===== config.mk =====
export PLATFORM = sky130hd
export DESIGN_NAME = acq_window_seq
export DESIGN_NICKNAME = d
export VERILOG_FILES = /design/src/rtl/acq_seq_pkg.sv /design/src/rtl/acq_seq_fsm.sv /design/src/rtl/acq_word_track.sv /design/src/rtl/acq_trig_latch.sv /design/src/rtl/acq_window_seq.sv
export SDC_FILE = /design/constraint.sdc
export NUM_CORES = 1
export LEC_CHECK = 0
export CAP_MARGIN = 10
export CORE_MARGIN = 5
export CORE_UTILIZATION = 30
export DETAILED_ROUTE_END_ITERATION = 8
export GPL_TIMING_DRIVEN = 0
export SLEW_MARGIN = 20
export SYNTH_ARGS = -nofsm -noshare
export SYNTH_HDL_FRONTEND = slang
export SYNTH_SLANG_ARGS = --single-unit

===== constraint.sdc =====
create_clock -name clk -period 2.5 [get_ports clk]
set_input_delay 0.25 -clock clk [delete_from_list [all_inputs] [get_ports clk]]
set_output_delay 0.25 -clock clk [all_outputs]
set_load 0.01 [all_outputs]

===== src/rtl/acq_seq_pkg.sv =====
// Shared types for the acquisition window sequencer.
// Assumes: nothing beyond IEEE 1800-2017 enums.
package acq_seq_pkg;
    typedef enum logic [2:0] {
        ST_IDLE  = 3'd0,
        ST_PRE   = 3'd1,
        ST_ARMED = 3'd2,
        ST_POST  = 3'd3,
        ST_DONE  = 3'd4
    } acq_state_e;
endpackage


===== src/rtl/acq_seq_fsm.sv =====
// Phase controller: decides when the window arms, when a trigger is taken
// and when the post-trigger count has run out.
// Assumes: 2^ADDR_W exceeds (2^POS_W - 1) * 2^BLK_SHIFT by at least 2, so
// the post-trigger remainder is never below 1.
module acq_seq_fsm
    import acq_seq_pkg::*;
#(
    parameter int ADDR_W    = 12,
    parameter int POS_W     = 8,
    parameter int BLK_SHIFT = 4
) (
    input  logic              clk,
    input  logic              rst_n,
    input  logic              start_i,
    input  logic [POS_W-1:0]  pos_i,
    input  logic              word_we_i,
    input  logic              trig_hit_i,
    input  logic [ADDR_W:0]   phase_cnt_i,
    output acq_state_e        state_o,
    output logic [ADDR_W:0]   pre_words_o,
    output logic              phase_clr_o,
    output logic              phase_en_o,
    output logic              addr_en_o,
    output logic              trig_take_o
);
    timeunit 1ns; timeprecision 1ps;

    localparam int CNT_W = ADDR_W + 1;
    localparam logic [CNT_W-1:0] DEPTH_C = CNT_W'(2 ** ADDR_W);

    acq_state_e        st_q, st_d;
    logic [POS_W-1:0]  pos_q;
    logic [CNT_W-1:0]  post_rest;
    logic [CNT_W-1:0]  phase_next;

    // Hold the position value sampled at the start pulse.
    always_ff @(posedge clk) begin
        if (!rst_n)       pos_q <= '0;
        else if (start_i) pos_q <= pos_i;
    end

    // Derive the phase lengths from the held position.
    always_comb begin
        pre_words_o = CNT_W'({pos_q, {BLK_SHIFT{1'b0}}});
        post_rest   = DEPTH_C - pre_words_o - CNT_W'(1);
        phase_next  = phase_cnt_i + CNT_W'(1);
    end

    // Qualify writes and triggers by phase; start has priority over all.
    always_comb begin
        trig_take_o = (st_q == ST_ARMED) && trig_hit_i && word_we_i && !start_i;
        phase_clr_o = start_i || trig_take_o;
        phase_en_o  = word_we_i && !start_i && ((st_q == ST_PRE) || (st_q == ST_POST));
        addr_en_o   = word_we_i && !start_i &&
                      ((st_q == ST_PRE) || (st_q == ST_ARMED) || (st_q == ST_POST));
    end

    // Next-state selection.
    always_comb begin
        st_d = st_q;
        if (start_i) begin
            st_d = (pos_i == '0) ? ST_ARMED : ST_PRE;
        end else begin
            case (st_q)
                ST_PRE:   if (word_we_i && phase_next == pre_words_o) st_d = ST_ARMED;
                ST_ARMED: if (trig_take_o) st_d = ST_POST;
                ST_POST:  if (word_we_i && phase_next == post_rest) st_d = ST_DONE;
                ST_DONE:  st_d = ST_IDLE;
                default:  st_d = ST_IDLE;
            endcase
        end
    end

    // State register.
    always_ff @(posedge clk) begin
        if (!rst_n) st_q <= ST_IDLE;
        else        st_q <= st_d;
    end

    assign state_o = st_q;


    post_from_armed_chk: assert property (@(posedge clk) disable iff (!rst_n)
        $rose(st_q == ST_POST) |-> $past(st_q == ST_ARMED));


    done_one_cycle_chk: assert property (@(posedge clk) disable iff (!rst_n)
        (st_q == ST_DONE) && !start_i |=> (st_q == ST_IDLE));


    arm_after_pre_chk: assert property (@(posedge clk) disable iff (!rst_n)
        (st_q == ST_ARMED) && $past(st_q == ST_PRE) |->
            ($past(phase_cnt_i) + CNT_W'(1) == pre_words_o));
endmodule


===== src/rtl/acq_word_track.sv =====
// Word tracking: the circular write address and the per-phase word count.
// Assumes: the buffer depth is a power of two, so the address wraps on its own.
module acq_word_track #(
    parameter int ADDR_W = 12
) (
    input  logic              clk,
    input  logic              rst_n,
    input  logic              start_i,
    input  logic              phase_clr_i,
    input  logic              phase_en_i,
    input  logic              addr_en_i,
    output logic [ADDR_W-1:0] wr_addr_o,
    output logic [ADDR_W:0]   phase_cnt_o
);
    timeunit 1ns; timeprecision 1ps;

    logic [ADDR_W-1:0] addr_q;
    logic [ADDR_W:0]   cnt_q;

    // Circular write address, restarted on each window.
    always_ff @(posedge clk) begin
        if (!rst_n)         addr_q <= '0;
        else if (start_i)   addr_q <= '0;
        else if (addr_en_i) addr_q <= addr_q + ADDR_W'(1);
    end

    // Words written in the current counted phase.
    always_ff @(posedge clk) begin
        if (!rst_n)           cnt_q <= '0;
        else if (phase_clr_i) cnt_q <= '0;
        else if (phase_en_i)  cnt_q <= cnt_q + (ADDR_W+1)'(1);
    end

    assign wr_addr_o   = addr_q;
    assign phase_cnt_o = cnt_q;


    addr_step_chk: assert property (@(posedge clk) disable iff (!rst_n)
        addr_en_i && !start_i |=> wr_addr_o == $past(wr_addr_o) + ADDR_W'(1));


    addr_hold_chk: assert property (@(posedge clk) disable iff (!rst_n)
        !addr_en_i && !start_i |=> $stable(wr_addr_o));
endmodule


===== src/rtl/acq_trig_latch.sv =====
// Result capture: read-start address and in-word trigger offset.
// Assumes: the trigger qualifier marks the word written at wr_addr_i this cycle.
module acq_trig_latch #(
    parameter int ADDR_W = 12,
    parameter int LANE_W = 3
) (
    input  logic              clk,
    input  logic              rst_n,
    input  logic              start_i,
    input  logic              trig_take_i,
    input  logic [ADDR_W-1:0] wr_addr_i,
    input  logic [ADDR_W:0]   pre_words_i,
    input  logic [LANE_W-1:0] lane_i,
    output logic [ADDR_W-1:0] rd_start_o,
    output logic [LANE_W-1:0] trig_ofs_o
);
    timeunit 1ns; timeprecision 1ps;

    logic [ADDR_W-1:0] rd_q;
    logic [LANE_W-1:0] ofs_q;

    // Capture results on the accepted trigger; clear on each start.
    always_ff @(posedge clk) begin
        if (!rst_n || start_i) begin
            rd_q  <= '0;
            ofs_q <= '0;
        end else if (trig_take_i) begin
            rd_q  <= ADDR_W'({1'b0, wr_addr_i} - pre_words_i);
            ofs_q <= lane_i;
        end
    end

    assign rd_start_o = rd_q;
    assign trig_ofs_o = ofs_q;


    result_hold_chk: assert property (@(posedge clk) disable iff (!rst_n)
        !start_i && !trig_take_i |=> $stable(rd_start_o) && $stable(trig_ofs_o));
endmodule


===== src/rtl/acq_window_seq.sv =====
// Top of the acquisition window sequencer: wires the phase controller, the
// word tracker and the result capture, and decodes the phase flags.
// Assumes: start_i is a one-cycle pulse; trig_hit_i refers to the word
// written in the same cycle.
module acq_window_seq
    import acq_seq_pkg::*;
#(
    parameter int ADDR_W    = 12,
    parameter int POS_W     = 8,
    parameter int BLK_SHIFT = 4,
    parameter int LANE_W    = 3
) (
    input  logic              clk,
    input  logic              rst_n,
    input  logic              start_i,
    input  logic [POS_W-1:0]  pos_i,
    input  logic              word_we_i,
    input  logic              trig_hit_i,
    input  logic [LANE_W-1:0] trig_lane_i,
    output logic [ADDR_W-1:0] wr_addr_o,
    output logic              acq_busy_o,
    output logic              armed_o,
    output logic              post_o,
    output logic              end_win_o,
    output logic [ADDR_W-1:0] rd_start_o,
    output logic [LANE_W-1:0] trig_ofs_o
);
    timeunit 1ns; timeprecision 1ps;

    acq_state_e      state;
    logic [ADDR_W:0] pre_words;
    logic [ADDR_W:0] phase_cnt;
    logic            phase_clr, phase_en, addr_en, trig_take;

    acq_seq_fsm #(.ADDR_W(ADDR_W), .POS_W(POS_W), .BLK_SHIFT(BLK_SHIFT)) u_fsm (
        .clk(clk), .rst_n(rst_n), .start_i(start_i), .pos_i(pos_i),
        .word_we_i(word_we_i), .trig_hit_i(trig_hit_i), .phase_cnt_i(phase_cnt),
        .state_o(state), .pre_words_o(pre_words), .phase_clr_o(phase_clr),
        .phase_en_o(phase_en), .addr_en_o(addr_en), .trig_take_o(trig_take)
    );

    acq_word_track #(.ADDR_W(ADDR_W)) u_track (
        .clk(clk), .rst_n(rst_n), .start_i(start_i), .phase_clr_i(phase_clr),
        .phase_en_i(phase_en), .addr_en_i(addr_en),
        .wr_addr_o(wr_addr_o), .phase_cnt_o(phase_cnt)
    );

    acq_trig_latch #(.ADDR_W(ADDR_W), .LANE_W(LANE_W)) u_latch (
        .clk(clk), .rst_n(rst_n), .start_i(start_i), .trig_take_i(trig_take),
        .wr_addr_i(wr_addr_o), .pre_words_i(pre_words), .lane_i(trig_lane_i),
        .rd_start_o(rd_start_o), .trig_ofs_o(trig_ofs_o)
    );

    // Decode phase flags from the registered state.
    always_comb begin
        acq_busy_o = (state != ST_IDLE);
        armed_o    = (state == ST_ARMED);
        post_o     = (state == ST_POST);
        end_win_o  = (state == ST_DONE);
    end


    flags_excl_chk: assert property (@(posedge clk) disable iff (!rst_n)
        !(armed_o && post_o));


    busy_covers_flags_chk: assert property (@(posedge clk) disable iff (!rst_n)
        (armed_o || post_o || end_win_o) |-> acq_busy_o);
endmodule


Yosys cells after proc, flatten, opt, wreduce, memory -nomap -nowiden. Cells that the tools add are included. Widths: inputs -> output; s select.

Flip-flop bits (word level): 51. Bits of input ports: 16. Output and inout bits: 31. Word-level logic and storage cells: 47.

Add/sub/neg operators: 5. Bitwise logic cells: 1. Multiplexer cells: 6. Eq/ne operators: 9. Reduce and logical (&&, ||, !) cells: 20.

Operators with widths (count): $add 13x1->13 const B (1); $eq 13x12->1 (1); $eq 13x13->1 (1); $sub 13x1->13 const B (1); $sub 13x12->13 const A (1); $add 12x1->12 const B (1); $mux 3 (4); $sub 12x12->12 (1); $pmux 3 s3 (1); $logic_and 1x1->1 (8); $logic_not 8->1 (1); $eq 3x2->1 const B (2); $ne 3x2->1 const B (2); $logic_or 1x1->1 (5); $reduce_or 2->1 (2); $eq 3x1->1 const B (1); $eq 3x3->1 const B (1); $ne 3x3->1 const B (1); $reduce_and 3->1 (1); $reduce_bool 3->1 (1); $logic_not 1->1 (2); $mux 2 (1); $not 1->1 (1).

Logic depth before layout (Yosys ltp). Gate-level depths: netlist of the first run.

Depth in word-level cells: 7. Gate-level depth with buffers: 10. Gate-level depth less buffers: 10.

By module. Synthesis of the first run repeated with hierarchy kept, for this count alone.

Cells, all modules: 416. Area total of the unflattened synthesis: 3402.0 µm².

Modules (own cells, without submodules): acq_trig_latch (area an instance 1184.9 µm², instances 1, cells an instance 150, seq. area each 300.3 µm²); acq_word_track (area an instance 1166.1 µm², instances 1, cells an instance 128, seq. area each 500.5 µm²); acq_seq_fsm (area an instance 1019.7 µm², instances 1, cells an instance 134, seq. area each 220.2 µm²); acq_window_seq (area an instance 31.3 µm², instances 1, cells an instance 4, seq. area each 0.0 µm²).

Worst setup path after synthesis of the first run. OpenSTA, ideal clock, no wires.

Path type: reg-to-reg. Start: register u_track.cnt_q[0], in the netlist u_track.phase_cnt_o[0]. End: register u_fsm.st_q[0], in the netlist u_fsm.state_o[0]. Cell stages (with the launch flop): 10. Setup time: 120 ps. Data required time: 2380 ps. Period minus slack after synthesis: 2187 ps. Data arrival time: 2067 ps. Path buffers: 1. Path slack: 313 ps. Path through: dfxtp_1 ha_1 and3_4 buf_6 mux2i_1 mux2_1 a21oi_1 nor4_1 a31oi_1 o31a_1.

Cells in the longest elaborated chain, start to end: 5. Elaborated cells on any way between the ends: 8. Classes of those cells: 1 x add/sub; 4 x eq/ne; 3 x reduce/logical.

RTL lines: from (decl) (RTL line acq_word_track.sv:18) `logic [ADDR_W:0] cnt_q;`; from (signal assigned) (RTL line acq_word_track.sv:31) `else if (phase_en_i) cnt_q <= cnt_q + (ADDR_W+1)'(1);`; $add 13x1->13 (*) (RTL line acq_seq_fsm.sv:46) `phase_next = phase_cnt_i + CNT_W'(1);`; $eq 13x12->1 / $eq 13x13->1 (equally long branches) (RTL line acq_seq_fsm.sv:65, acq_seq_fsm.sv:67); $logic_and 1x1->1, on equally long branches (RTL line acq_seq_fsm.sv:65, acq_seq_fsm.sv:67); $ne 3x3->1 (no line) / $ne 3x2->1 (equally long branches); $reduce_and 3->1 (no line) (*); to (signal assigned) (RTL line acq_seq_fsm.sv:77) `else st_q <= st_d;`; to (decl) (RTL line acq_seq_fsm.sv:31) `acq_state_e st_q, st_d;`.

Mark *: on every way between the ends. The rest lies on a longest branch, timed or not. A chain may end at the register's enable or synchronous reset.

Worst setup path in the final report of the first run. Ends and elaborated chain as after synthesis.

==> results of run 1 <==
==> metal layers <==
metal,up-vias,wire length [microns]
met3,8,335
met4,0,89
met1,1182,3140
li1,1315,-
met2,57,3500
met5,-,0
==> final cells by class <==
| class | count | area, sq um | area share [%] |
|---|---|---|---|
| clock inverter | 2 | 37.5 | 1.03 |
| timing repair buffer | 46 | 460 | 12.7 |
| sequential | 51 | 1020 | 28.2 |
| inverter | 17 | 63.8 | 1.76 |
| clock buffer | 5 | 68.8 | 1.90 |
| buffer | 17 | 98.8 | 2.73 |
| multi-input combinational | 267 | 1710 | 47.2 |
| tap | 129 | 161 | 4.45 |
==> path summary, 6_finish.rpt <==
check	start	end	slack (ns)	depth (start not counted)
setup / recovery	u_track.phase_cnt_o[0]	u_fsm.state_o[0]	0.18	9
hold / removal	u_latch.trig_ofs_o[0]	u_latch.trig_ofs_o[0]	0.46	2
setup reg to reg	u_track.phase_cnt_o[0]	u_fsm.state_o[0]	0.18	9
hold reg to reg	u_latch.trig_ofs_o[0]	u_latch.trig_ofs_o[0]	0.46	2
==> report_power, final <==
group | leakage (nW) | switching, mW | internal [mW]
registers | 0.414 | 0.0159 | 0.823
clock network | 0.0502 | 0.273 | 0.293
logic | 0.747 | 0.0804 | 0.0769
total | 1.21 | 0.370 | 1.19
==> per-stage QoR <==
stage | hold slack (ns) | setup slack, ns | util [%] | std cells | total power, mW
after floorplan | 0.364 | 0.313 | - | 352 | 0.951
after global placement | 0.441 | 0.0811 | 37.7 | 527 | 1.01
after detailed placement | 0.446 | 0.0692 | 37.7 | 527 | 1.02
after CTS | 0.460 | 0.0278 | 38.8 | 534 | 1.59
after global routing | 0.483 | 0.00790 | 38.9 | 534 | 1.64
final | 0.456 | 0.185 | 38.9 | 534 | 1.56
==> cells by family after synthesis <==
logic type	synth area share, %
AND/OR/NAND/NOR	27.2
AO/OA/AOI/OAI	11.5
flip-flops	35.3
XOR/XNOR	10.8
buffers and inverters	5.62
multiplexers	4.19
adder cells (fa/ha/maj)	5.45
==> cells in the mapped netlist (4+ instances only) <==
| master | number | share of area (%) |
|---|---|---|
| sky130_fd_sc_hd__buf_2 | 4 | 0.69 |
| sky130_fd_sc_hd__xor2_1 | 13 | 3.9 |
| sky130_fd_sc_hd__and3_1 | 4 | 0.86 |
| sky130_fd_sc_hd__dfxtp_1 | 51 | 35 |
| sky130_fd_sc_hd__nor3_1 | 12 | 2.1 |
| sky130_fd_sc_hd__inv_1 | 16 | 2.1 |
| sky130_fd_sc_hd__nand4_1 | 11 | 2.4 |
| sky130_fd_sc_hd__ha_1 | 11 | 4.8 |
| sky130_fd_sc_hd__nor3b_1 | 5 | 1.3 |
| sky130_fd_sc_hd__nand2_1 | 34 | 4.4 |
| sky130_fd_sc_hd__nand3_1 | 10 | 1.7 |
| sky130_fd_sc_hd__nor2_1 | 44 | 5.7 |
| sky130_fd_sc_hd__mux2i_1 | 11 | 3.8 |
| sky130_fd_sc_hd__xnor2_1 | 20 | 6.1 |
| sky130_fd_sc_hd__o21ai_0 | 13 | 2.2 |
| sky130_fd_sc_hd__or3_1 | 9 | 1.9 |
| sky130_fd_sc_hd__a21oi_1 | 22 | 3.8 |
| sky130_fd_sc_hd__clkbuf_1 | 7 | 0.91 |
==> state kept, by name, summed over array words and instances (netlist names) <==
register             flops
u_latch.rd_start_o      12
u_track.wr_addr_o       12
u_fsm.state_o            3
u_fsm.pos_q              8
u_latch.trig_ofs_o       3
u_track.phase_cnt_o     13
==> worst max-delay path, delay by kind of cell (launching register included) <==
| family | cells | cell delay (ns) |
|---|---|---|
| compound gates | 3 | 0.56 |
| simple gates | 2 | 0.47 |
| flops | 1 | 0.42 |
| mux | 2 | 0.39 |
| fa+ha+maj | 1 | 0.26 |
| buf+inv | 1 | 0.11 |
==> cell usage in the layout (no fill, tap or decap), types with 2 or more instances in the layout <==
cell                               n
sky130_fd_sc_hd__nor2b_1           3
sky130_fd_sc_hd__or3_1             9
sky130_fd_sc_hd__nand4_1          11
sky130_fd_sc_hd__clkbuf_1          7
sky130_fd_sc_hd__a21oi_1          22
sky130_fd_sc_hd__buf_6             3
sky130_fd_sc_hd__and3_1            4
sky130_fd_sc_hd__and2_1            3
sky130_fd_sc_hd__nor3b_1           5
sky130_fd_sc_hd__dfxtp_1          49
sky130_fd_sc_hd__a31oi_1           3
sky130_fd_sc_hd__nand2_1          34
sky130_fd_sc_hd__clkbuf_8          5
sky130_fd_sc_hd__nor3_1           12
sky130_fd_sc_hd__inv_1            16
sky130_fd_sc_hd__mux2i_1          11
sky130_fd_sc_hd__buf_4             2
sky130_fd_sc_hd__nand3_2           2
sky130_fd_sc_hd__nor2_1           44
sky130_fd_sc_hd__a21boi_1          2
sky130_fd_sc_hd__xnor2_1          20
sky130_fd_sc_hd__ha_1             10
sky130_fd_sc_hd__o21a_1            3
sky130_fd_sc_hd__clkdlybuf4s50_1  46
sky130_fd_sc_hd__nand3b_1          3
sky130_fd_sc_hd__nand3_1          10
sky130_fd_sc_hd__o21ai_0          13
sky130_fd_sc_hd__dfxtp_2           2
sky130_fd_sc_hd__nor4_1            2
sky130_fd_sc_hd__o31ai_1           3
sky130_fd_sc_hd__buf_2             4
sky130_fd_sc_hd__a211oi_1          3
sky130_fd_sc_hd__nand2b_1          2
sky130_fd_sc_hd__xor2_1           13
==> results.txt, run 1 <==
The clock transition time at the flip-flop clock pins of the worst setup and hold paths came out at roughly 0.10 ns. The die height came out at between 100 and 150 microns. The global placer's final weighted congestion came out at between 0.7 and 0.8.

The sum of routed wire length over all layers is around 7100 microns. The run finished with clean final reports. The category of the worst setup path launch point is a register.

The final cycle utilization of the critical path came out at 92.6%. The per-cell routed wire length came out at between 10 and 15 microns. Setup repair after global routing left no endpoint under its margin. The max-slew violation count was 0.

The half-perimeter wire length after detailed placement came out at approximately 5600 microns. The number of enable flip-flop cells after synthesis is 0. The number of levels in the clock H-tree is 2. In the routed design, unresolved DRC markers number 0. The slowest stage of the critical path is the sky130_fd_sc_hd__dfxtp_2 cell. The reported leakage power is ~1.2 nW.

The global routing usage on met1 is between 10 and 15%. The count of buffers added on input and output ports is between 40 and 50. The setup fix buffers added after clock tree synthesis came out at 0. In this run the clock root is driven by a sky130_fd_sc_hd__clkbuf_8. The peak fanout along the critical path is 8. The synthesized instance count came out at ~350. The total iterations of the first detailed-routing run came out at 4.

The post-synthesis cell area is 0.00289 sq mm. The core region is 0.00933 sq mm. The final count of hold timing violations came out at 0.

Among all flip-flop cells after synthesis, the most frequent one is sky130_fd_sc_hd__dfxtp_1. The number of warnings printed during yosys synthesis is 0. The via count of the first global-routing pass is 2485.

The TritonCTS sink count is between 50 and 60. The pin count of the biggest net entering global routing came out at 16. The worst setup path is captured at a register. The highest-utilization routing layer at the global route stage is met2. The number of rows in the core area is 35.

The die span in x came out at 108 microns. The share of post-route cells with drive strength above 1 is around 6.7%. The number of ports placed on the die boundary is between 40 and 50. The vias per cell is roughly 4.8. For the pin with the worst max-slew slack, the measured transition is around 0.63 ns. The all-layer global routing usage came out at approximately 12%.

The endpoint arrival time on the critical path came out at roughly 2.5 ns. The layout overhead on the synthesized area came out at 25.3%. The total negative slack for setup checks came out at 0 ns. The count of cell types in the netlist is 52. Setup violations remaining at the end of the flow were counted as 0. The global-route wire length before repair is approximately 12000 microns.

The number of antenna violations at the first check in global routing is 0. The area enclosed by the die boundary came out at around 0.012 sq mm. The number of nets with antenna violations after routing is 0. For this design the ratio of total power to cell area is approximately 430 mW/mm^2.

In this design, the stage delay of the slowest critical-path cell is between 0.4 and 0.5 ns. The final instance area is ~0.0036 sq mm. The mean instance size in the synthesized netlist is about 8.2 sq um. VDD sags by at most 0.000267 V. The critical path data required time came out at around 2.7 ns. Counting flops with an async set or reset pin after synthesis yields a share of 0%. The post-cts hold buffer count came out at 0. Synthesis inferred 51 register bits. The number of nets in the synthesized netlist is 380. The first routing iteration left ~120 violations.

The number of clock buffers inserted by TritonCTS came out at 5. Based on the critical path, the design can be clocked at up to between 400 and 500 MHz. The count of max-cap constraint violations is 0.

The placed instances occupy a cell area of 0.00352 sq mm. The start-to-end type of the worst setup path is reg -> reg. The met3 capacity usage during global routing is under 10%. The post-cts resize count came out at 0. The initial utilization of the core area, before any placement, comes to a little over 30%.

The number of buffers on the longest clock path is 2. The fraction of met2 tracks used by global routing came out at a little under a quarter. Summed over all layers, the global routing overflow is 0. The number of filler instances in the final layout is 1006. After synthesis, flip-flops and latches occupy 35.3% of the total area.

The later pin in the worst-skew pair is clocked with a latency of between 0.3 and 0.4 ns. The via total after detailed routing came out at roughly 2600. TritonCTS built the clock tree. The type of the most critical hold path is reg -> reg. The post-layout net count came out at around 430. 0 antenna diodes ended up in the layout. Clock skew on the completed layout was measured at just under 0.009 ns. The signal on the critical path passes through ha_2 > and3_4 > buf_6 > mux2i_1 > mux2_1 > a21oi_1 > nor4_1 > a31oi_1 > o31a_1. The clock period minus final worst setup slack came out at 2.32 ns. In this run the tightest slew margin relative to its limit is 58.0%.
(Power assumes the default switching activity.)
==> run 2, diff against run 1 <==
- CTS_CLUSTER_SIZE: not set -> 40
==> results of run 2 <==
The final DEF is identical to that of run 1; final timing and power are the same.
